## src/rtl/rxmb_pkg.sv

```systemverilog
package rxmb_pkg;
  localparam int ID_W   = 29;
  localparam int DLC_W  = 4;
  localparam int DATA_W = 64;
  localparam int WORD_W = 32;

  typedef struct packed {
    logic [ID_W-1:0]   id;
    logic              ext;
    logic              rtr;
    logic [DLC_W-1:0]  dlc;
    logic [DATA_W-1:0] data;
  } rx_frame_t;

  function automatic logic [WORD_W-1:0] id_word(input rx_frame_t f);
    if (f.ext) return {1'b1, 2'b00, f.id};
    return {1'b0, 2'b00, f.id[10:0], 18'd0};
  endfunction

  function automatic logic [WORD_W-1:0] ctrl_word(input rx_frame_t f);
    return {27'd0, f.rtr, f.dlc};
  endfunction
endpackage

```

## src/rtl/rxmb_timebase.sv

```systemverilog
module rxmb_timebase #(
  parameter int TS_W = 16
) (
  input  logic            clk,
  input  logic            rst_n,
  output logic [TS_W-1:0] lnt_o
);
  always_ff @(posedge clk or negedge rst_n) begin
    if (!rst_n) lnt_o <= '0;
    else        lnt_o <= lnt_o + 1'b1;
  end

  p_lnt_step_r7: assert property (@(posedge clk) disable iff (!rst_n)
    1'b1 |=> lnt_o == $past(lnt_o) + 1'b1)
    else $error("time counter did not advance by one");
endmodule

```

## src/rtl/rxmb_select.sv

```systemverilog
module rxmb_select #(
  parameter int N     = 8,
  localparam int IDX_W = $clog2(N)
) (
  input  logic [N-1:0]     rx_dir,
  input  logic [N-1:0]     pend,
  input  logic [N-1:0]     prot,
  output logic             hit,
  output logic [IDX_W-1:0] idx,
  output logic             ovw
);
  logic [N-1:0] elig;

  always_comb begin
    elig = rx_dir & ~(pend & prot);
    hit  = 1'b0;
    idx  = '0;
    for (int i = 0; i < N; i++) begin
      if (elig[i]) begin
        hit = 1'b1;
        idx = IDX_W'(i);
      end
    end
    ovw = hit && pend[idx];
  end
endmodule

```

## src/rtl/rxmb_store.sv

```systemverilog
module rxmb_store
  import rxmb_pkg::*;
#(
  parameter int N    = 8,
  parameter int TS_W = 16
) (
  input  logic                   clk,
  input  logic                   rst_n,
  input  logic [N-1:0]           we,
  input  rx_frame_t              frame,
  input  logic [TS_W-1:0]        lnt_i,
  output logic [N-1:0][WORD_W-1:0] id_o,
  output logic [N-1:0][WORD_W-1:0] ctrl_o,
  output logic [N-1:0][WORD_W-1:0] dlo_o,
  output logic [N-1:0][WORD_W-1:0] dhi_o,
  output logic [N-1:0][TS_W-1:0]   ts_o
);
  logic [WORD_W-1:0] id_new, ctrl_new;

  assign id_new   = id_word(frame);
  assign ctrl_new = ctrl_word(frame);

  for (genvar g = 0; g < N; g++) begin : g_mb
    logic [WORD_W-1:0] id_q, ctrl_q, dlo_q, dhi_q;
    logic [TS_W-1:0]   ts_q;

    always_ff @(posedge clk or negedge rst_n) begin
      if (!rst_n) begin
        id_q   <= '0;
        ctrl_q <= '0;
        dlo_q  <= '0;
        dhi_q  <= '0;
        ts_q   <= '0;
      end else if (we[g]) begin
        id_q   <= id_new;
        ctrl_q <= ctrl_new;
        dlo_q  <= frame.data[31:0];
        dhi_q  <= frame.data[63:32];
        ts_q   <= lnt_i;
      end
    end

    assign id_o[g]   = id_q;
    assign ctrl_o[g] = ctrl_q;
    assign dlo_o[g]  = dlo_q;
    assign dhi_o[g]  = dhi_q;
    assign ts_o[g]   = ts_q;

    p_ts_capture_r7: assert property (@(posedge clk) disable iff (!rst_n)
      we[g] |=> ts_o[g] == $past(lnt_i))
      else $error("timestamp not captured");

    p_hold_r4: assert property (@(posedge clk) disable iff (!rst_n)
      !we[g] |=> $stable(id_o[g]) && $stable(ts_o[g]))
      else $error("mailbox changed without store");
  end

  p_one_target_r1: assert property (@(posedge clk) disable iff (!rst_n)
    $onehot0(we))
    else $error("more than one mailbox written");
endmodule

```

## src/rtl/rxmb_flags.sv

```systemverilog
module rxmb_flags #(
  parameter int N = 8
) (
  input  logic         clk,
  input  logic         rst_n,
  input  logic [N-1:0] store_vec,
  input  logic         ovw,
  input  logic [N-1:0] clr_pend,
  input  logic [N-1:0] clr_lost,
  input  logic [1:0]   clr_flag,
  input  logic [N-1:0] int_mask,
  output logic [N-1:0] pend_q,
  output logic [N-1:0] lost_q,
  output logic         gm_flag,
  output logic         rml_flag
);
  logic [N-1:0] lost_set, rise;
  logic         gm_set, rml_set;

  assign lost_set = ovw ? store_vec : '0;
  assign rise     = store_vec & ~pend_q;
  assign gm_set   = |(rise & int_mask);
  assign rml_set  = |lost_set;

  always_ff @(posedge clk or negedge rst_n) begin
    if (!rst_n) begin
      pend_q   <= '0;
      lost_q   <= '0;
      gm_flag  <= 1'b0;
      rml_flag <= 1'b0;
    end else begin
      pend_q   <= (pend_q & ~clr_pend) | store_vec;
      lost_q   <= (lost_q & ~clr_lost) | lost_set;
      gm_flag  <= (gm_flag & ~clr_flag[0]) | gm_set;
      rml_flag <= (rml_flag & ~clr_flag[1]) | rml_set;
    end
  end

  p_lost_on_overwrite_r3: assert property (@(posedge clk) disable iff (!rst_n)
    (|(store_vec & pend_q)) |=> (lost_q & $past(store_vec)) == $past(store_vec))
    else $error("overwrite did not set lost bit");

  p_pend_clear_r5: assert property (@(posedge clk) disable iff (!rst_n)
    (|(clr_pend & ~store_vec)) |=> (pend_q & $past(clr_pend & ~store_vec)) == '0)
    else $error("pending bit not cleared");

  p_rml_raise_r10: assert property (@(posedge clk) disable iff (!rst_n)
    (|(store_vec & pend_q)) |=> rml_flag)
    else $error("lost flag not raised");

  p_gm_raise_r10: assert property (@(posedge clk) disable iff (!rst_n)
    (|(store_vec & ~pend_q & int_mask)) |=> gm_flag)
    else $error("mailbox flag not raised");
endmodule

```

## src/rtl/rx_mailbox_bank.sv

```systemverilog
module rx_mailbox_bank
  import rxmb_pkg::*;
#(
  parameter int NUM_MBOX = 8,
  parameter int TS_W     = 16,
  localparam int IDX_W   = $clog2(NUM_MBOX)
) (
  input  logic                clk,
  input  logic                rst_n,
  input  logic                in_valid,
  output logic                in_ready,
  input  logic [28:0]         in_id,
  input  logic                in_ext,
  input  logic                in_rtr,
  input  logic [3:0]          in_dlc,
  input  logic [63:0]         in_data,
  input  logic [NUM_MBOX-1:0] rx_dir,
  input  logic [NUM_MBOX-1:0] ovr_prot,
  input  logic [NUM_MBOX-1:0] int_mask,
  input  logic                reg_wr,
  input  logic [7:0]          reg_addr,
  input  logic [NUM_MBOX-1:0] reg_wdata,
  output logic [31:0]         reg_rdata,
  output logic [TS_W-1:0]     lnt_o,
  output logic                irq_o
);
  localparam logic [7:0] A_PEND = 8'h00;
  localparam logic [7:0] A_LOST = 8'h01;
  localparam logic [7:0] A_FLAG = 8'h02;

  rx_frame_t             frame;
  logic                  ready_q, accept, sel_hit, sel_ovw, st_vld;
  logic [IDX_W-1:0]      st_idx;
  logic [NUM_MBOX-1:0]   store_vec, pend_q, lost_q, clr_pend, clr_lost;
  logic [1:0]            clr_flag;
  logic                  gm_flag, rml_flag;
  logic [NUM_MBOX-1:0][WORD_W-1:0] id_w, ctrl_w, dlo_w, dhi_w;
  logic [NUM_MBOX-1:0][TS_W-1:0]   ts_w;
  logic [IDX_W-1:0]      mb_sel, ts_sel;

  assign frame = '{id: in_id, ext: in_ext, rtr: in_rtr, dlc: in_dlc, data: in_data};

  always_ff @(posedge clk or negedge rst_n) begin
    if (!rst_n) ready_q <= 1'b0;
    else        ready_q <= 1'b1;
  end
  assign in_ready = ready_q;
  assign accept   = in_valid && ready_q;

  rxmb_timebase #(.TS_W(TS_W)) u_time (
    .clk(clk), .rst_n(rst_n), .lnt_o(lnt_o)
  );

  rxmb_select #(.N(NUM_MBOX)) u_sel (
    .rx_dir(rx_dir), .pend(pend_q), .prot(ovr_prot),
    .hit(sel_hit), .idx(st_idx), .ovw(sel_ovw)
  );

  assign st_vld    = accept && sel_hit;
  assign store_vec = st_vld ? (NUM_MBOX'(1) << st_idx) : '0;

  assign clr_pend = (reg_wr && reg_addr == A_PEND) ? reg_wdata : '0;
  assign clr_lost = (reg_wr && reg_addr == A_LOST) ? reg_wdata : '0;
  assign clr_flag = (reg_wr && reg_addr == A_FLAG) ? reg_wdata[1:0] : 2'b00;

  rxmb_flags #(.N(NUM_MBOX)) u_flags (
    .clk(clk), .rst_n(rst_n), .store_vec(store_vec), .ovw(sel_ovw && st_vld),
    .clr_pend(clr_pend), .clr_lost(clr_lost), .clr_flag(clr_flag),
    .int_mask(int_mask), .pend_q(pend_q), .lost_q(lost_q),
    .gm_flag(gm_flag), .rml_flag(rml_flag)
  );

  rxmb_store #(.N(NUM_MBOX), .TS_W(TS_W)) u_store (
    .clk(clk), .rst_n(rst_n), .we(store_vec), .frame(frame), .lnt_i(lnt_o),
    .id_o(id_w), .ctrl_o(ctrl_w), .dlo_o(dlo_w), .dhi_o(dhi_w), .ts_o(ts_w)
  );

  assign irq_o  = gm_flag | rml_flag;
  assign mb_sel = reg_addr[IDX_W+1:2];
  assign ts_sel = reg_addr[IDX_W-1:0];

  always_comb begin
    reg_rdata = '0;
    unique case (reg_addr[7:6])
      2'b00: begin
        case (reg_addr[5:0])
          6'd0:    reg_rdata = 32'(pend_q);
          6'd1:    reg_rdata = 32'(lost_q);
          6'd2:    reg_rdata = {30'd0, rml_flag, gm_flag};
          default: reg_rdata = '0;
        endcase
      end
      2'b01: if (int'(reg_addr[5:0]) < NUM_MBOX) reg_rdata = 32'(ts_w[ts_sel]);
      2'b10: begin
        if (int'(reg_addr[5:2]) < NUM_MBOX) begin
          case (reg_addr[1:0])
            2'd0: reg_rdata = id_w[mb_sel];
            2'd1: reg_rdata = ctrl_w[mb_sel];
            2'd2: reg_rdata = dlo_w[mb_sel];
            default: reg_rdata = dhi_w[mb_sel];
          endcase
        end
      end
      default: reg_rdata = '0;
    endcase
  end

  p_highest_first_r1: assert property (@(posedge clk) disable iff (!rst_n)
    st_vld |-> ((rx_dir & ~(pend_q & ovr_prot)) >> st_idx) == NUM_MBOX'(1))
    else $error("store target not the highest eligible mailbox");

  p_skip_protected_r2: assert property (@(posedge clk) disable iff (!rst_n)
    st_vld |-> !(pend_q[st_idx] && ovr_prot[st_idx]))
    else $error("protected pending mailbox overwritten");

  p_drop_r4: assert property (@(posedge clk) disable iff (!rst_n)
    (accept && !sel_hit && !reg_wr) |=> $stable(pend_q) && $stable(lost_q))
    else $error("dropped frame changed state");

  p_ready_r11: assert property (@(posedge clk) disable iff (!rst_n)
    1'b1 |=> in_ready)
    else $error("ready low after reset");
endmodule

```

## config.mk

```make
export PLATFORM = sky130hd
export DESIGN_NAME = rx_mailbox_bank
export DESIGN_NICKNAME = d
export VERILOG_FILES = /design/src/rtl/rxmb_pkg.sv /design/src/rtl/rxmb_timebase.sv /design/src/rtl/rxmb_select.sv /design/src/rtl/rxmb_store.sv /design/src/rtl/rxmb_flags.sv /design/src/rtl/rx_mailbox_bank.sv
export SDC_FILE = /design/constraint.sdc
export NUM_CORES = 2
export LEC_CHECK = 0
export ABC_AREA = 1
export BUFFER_PORTS_ARGS = -buffer_cell sky130_fd_sc_hd__buf_2
export CORE_MARGIN = 2
export CORE_UTILIZATION = 52
export DETAILED_ROUTE_END_ITERATION = 6
export GPL_TIMING_DRIVEN = 0
export PLACE_DENSITY = 0.69
export SLEW_MARGIN = 20
export SYNTH_ARGS = -nofsm -noshare
export SYNTH_HDL_FRONTEND = slang
export SYNTH_HIERARCHICAL = 1
export SYNTH_SLANG_ARGS = --single-unit
export TNS_END_PERCENT = 100
```

## constraint.sdc

```tcl
create_clock -name clk -period 3.05 [get_ports clk]
set_clock_uncertainty 0.1 [all_clocks]
set_input_delay 0.305 -clock clk [delete_from_list [all_inputs] [get_ports clk]]
set_output_delay 0.305 -clock clk [all_outputs]
set_load 0.1 [all_outputs]
```

==> impl_metrics.ini <==
[status]
run_status = complete, but fails checks
violations = design-rule violations, negative setup slack

[clock_network]
clock_tree.buffer_depth = 3
clockRootBuffer = clkbuf_16
cts_buffers = 106
clkSinkCount = 955
clkTransAtPathRegs_ns = 0.06
postCtsSetupBuffers = 0
clk_latency_ns = 0.71
cts_tree = done
h-tree-depth = 3

[floorplanning]
start_util = 0.523
ioPinCount = 193
num_rows = 115
chipWidth_um = 318
die_y_um = 318
core_um2 = 98000
dieArea_um2 = 101000

[setup_path]
critPathMaxFanout = 10
crit_family = buffers and inverters
critPathRequiredTime_ns = 2.64
worstSetupStartpointType = input pin
path_buf_inv = 6
cpMaxStageDelayCell = o211ai_1
critPathArrivalTime_ns = 2.77
cpPeakStageDelay_ns = 0.81
path_class = input pin to primary output
path_cells = buf_2 -> inv_1 -> nand2_1 -> inv_1 -> buf_2 -> clkbuf_4 -> nand2_1 -> nand4_1 -> o211ai_1 -> nand2_2 -> buf_4
end_kind = primary output

[route]
drtIter0Drc = 6504
vias = 50800
wire_per_inst_um = 22.7
postRouteAntennaNets = 0
post_drt_via_cell_ratio = 5.53
dr.pass1.iters = 7
drcViolationCount = 2
routed_wl_um = 208000

[global_routing]
grt_max_degree = 136
grt_pass1_wl_um = 306000
antenna_found_initial = 15
track_usage = 0.408
grt_pass1_vias = 47600
grt_remaining_overflow = 0

[synthesis]
syn_inst = 7242
netlist_area_um2 = 51300
syn_avg_cell_area_um2 = 7.08
synth_ff_type = dfrtp_1
yosysSeqAreaShare = 0.466
synthArstFlopShare = 1.00
yosysWarningCount = 6
ys_seq_elements = 955
synth_cell_type_count = 42
synth-edff-count = 0

[place]
place.gp.congestion = 1.01
dp.final_hpwl_um = 146000
postPlaceCellArea_um2 = 54600
port_buffers = 123

[cells_and_area]
area.growth.synth_to_final_pct = 16.9
drive_above_1_share = 0.130
final_util = 0.612
finalInstanceArea_um2 = 59900
nNetsFinal = 7954

[timing]
hold_violations = 0
setup_viol = 14
timing.hold.ws_ns = 0.0526
rsz0062_at_grt = yes
fin_crit_sh = 1.04
fin_ws_ns = -0.123
period_needed_ns = 3.17
relSlewSlack = 0.334
finalMaxSlewViolations = 0
worst_pin_slew_ns = 0.999
fmax_mhz = 315

[pwr]
p_leak_nw = 32.3
power_density_nw_per_um2 = 661
p_total_mw = 39.6
peakVddDrop_uv = 519

[job]
drv_cap = 0

[hold_path]
min_path_type = input pin to register
## tightest hold or removal path: stages
cell     delay (ns)
buf_2          0.13
nand2_1        0.25
o21ai_0        0.12
## layer usage
metal  track usage  vias up  part of all wire
li1              -    23100                 -
met1         0.515    23900              0.37
met2         0.614     3095              0.43
met3         0.120      703              0.13
met4         0.262       16             0.074
met5             0        -           0.00062
## final timing paths
path                                     startpoint                   endpoint  slack, ns  depth (start not counted)
setup / recovery                        reg_addr[1]              reg_rdata[12]      -0.12                         11
max in group asynchronous                     rst_n            u_time/lnt_o[7]       0.74                          5
hold / removal                             in_id[1]    u_store/g_mb[7].id_q[1]       0.05                          3
hold reg to reg            u_store/g_mb[4].dlo_q[6]   u_store/g_mb[4].dlo_q[6]       0.36                          2
min in group asynchronous                     rst_n   u_store/g_mb[2].id_q[18]       0.07                          2
setup reg to reg                  u_flags/pend_q[7]  u_store/g_mb[5].dlo_q[25]      -0.01                         13
## flip-flops by register name, indices dropped and copies added (netlist names)
name / count
u_store/g_mb.ctrl_q: 40
u_flags/rml_flag: 1
u_store/g_mb.ts_q: 128
u_flags/lost_q: 8
u_store/g_mb.id_q: 240
in_ready: 1
u_time/lnt_o: 16
u_store/g_mb.dlo_q: 256
u_flags/pend_q: 8
u_store/g_mb.dhi_q: 256
u_flags/gm_flag: 1
## logic make-up (layout without fill, tap and decap cells)
group,Yosys count,count (layout),synth area share
AOI/OAI and AO/OA,462,462,0.0506
xor gates and xnor gates,7,7,0.00120
adders and majority gates,1,1,0.000244
buffers and inverters,1156,1577,0.116
DFF,955,955,0.466
other,2,239,0.000146
and+or+nand+nor,4659,4659,0.366
## power breakdown
group	switching [mW]	internal, mW	total (mW)
sequential	1.80	16.0	17.8
combinational	5.09	2.92	8.02
clock	5.54	8.28	13.8
## synth_stat cells (all sizes together) (2+ instances only)
| master | instances | area (um2) |
|---|---|---|
| a21oi | 19 | 103 |
| a22oi | 25 | 188 |
| buf | 611 | 3890 |
| clkbuf | 147 | 562 |
| clkinv | 2 | 7.51 |
| conb | 2 | 7.51 |
| dfrtp | 955 | 23900 |
| inv | 396 | 1490 |
| nand2 | 3407 | 12900 |
| nand3 | 770 | 3860 |
| nand3b | 2 | 15.0 |
| nand4 | 22 | 138 |
| nor2 | 438 | 1660 |
| nor3 | 2 | 10.0 |
| o211ai | 40 | 300 |
| o21ai | 366 | 1920 |
| o221ai | 2 | 17.5 |
| o22ai | 8 | 50.1 |
| or2 | 17 | 106 |
| xnor2 | 4 | 35.0 |
| xor2 | 3 | 26.3 |
## placed cells by master, fill, tap and decap left out, types with 40 or more instances in the layout
cell           netlist  layout
buf_2              211     256
buf_6               19      43
nand3_1            769     758
o21ai_1            135     123
dfrtp_1            955     955
buf_4              309     347
dlygate4sd3_1        0      99
o21ai_0            207     207
clkbuf_1           139     132
clkbuf_2             8      46
clkbuf_16            0     109
buf_1               70      47
conb_1               2     233
nand2_1           3382    3371
inv_1              384     384
o211ai_1            40      40
nor2_1             434     425
## what timing repair did
| action | in CTS | in global routing |
|---|---|---|
| pin swaps | 1 | 7 |
| resized for setup | 134 | 113 |
| endpoints found under the hold margin | 816 | 0 |
| hold buffers | 99 | 0 |
| setup endpoints to repair | 175 | 443 |
| cloned | 0 | 0 |
## metrics by stage
stage          setup slack, ns  setup TNS (ns)  std cells
3_3_place_gp            -19.72               -       8883
5_1_grt                -0.0367         -0.0776       9182
2_1_floorplan            0.214               0       7473
3_5_place_dp            -0.832          -22.60       8891
6_report                -0.123          -0.675       9187
4_1_cts                0.00427               0       9182
## cell type report
class / count / area (um2)
timing repair buffer: 230 / 1960
fill: 9126 / 38100
inverter: 398 / 1500
sequential: 955 / 23900
buffer: 757 / 4730
clock inverter: 42 / 679
clock buffer: 150 / 3040
antenna: 6 / 15.0
tap: 1287 / 1610
multi-input combinational: 5362 / 22500
Power figures use the tool's default switching activity.
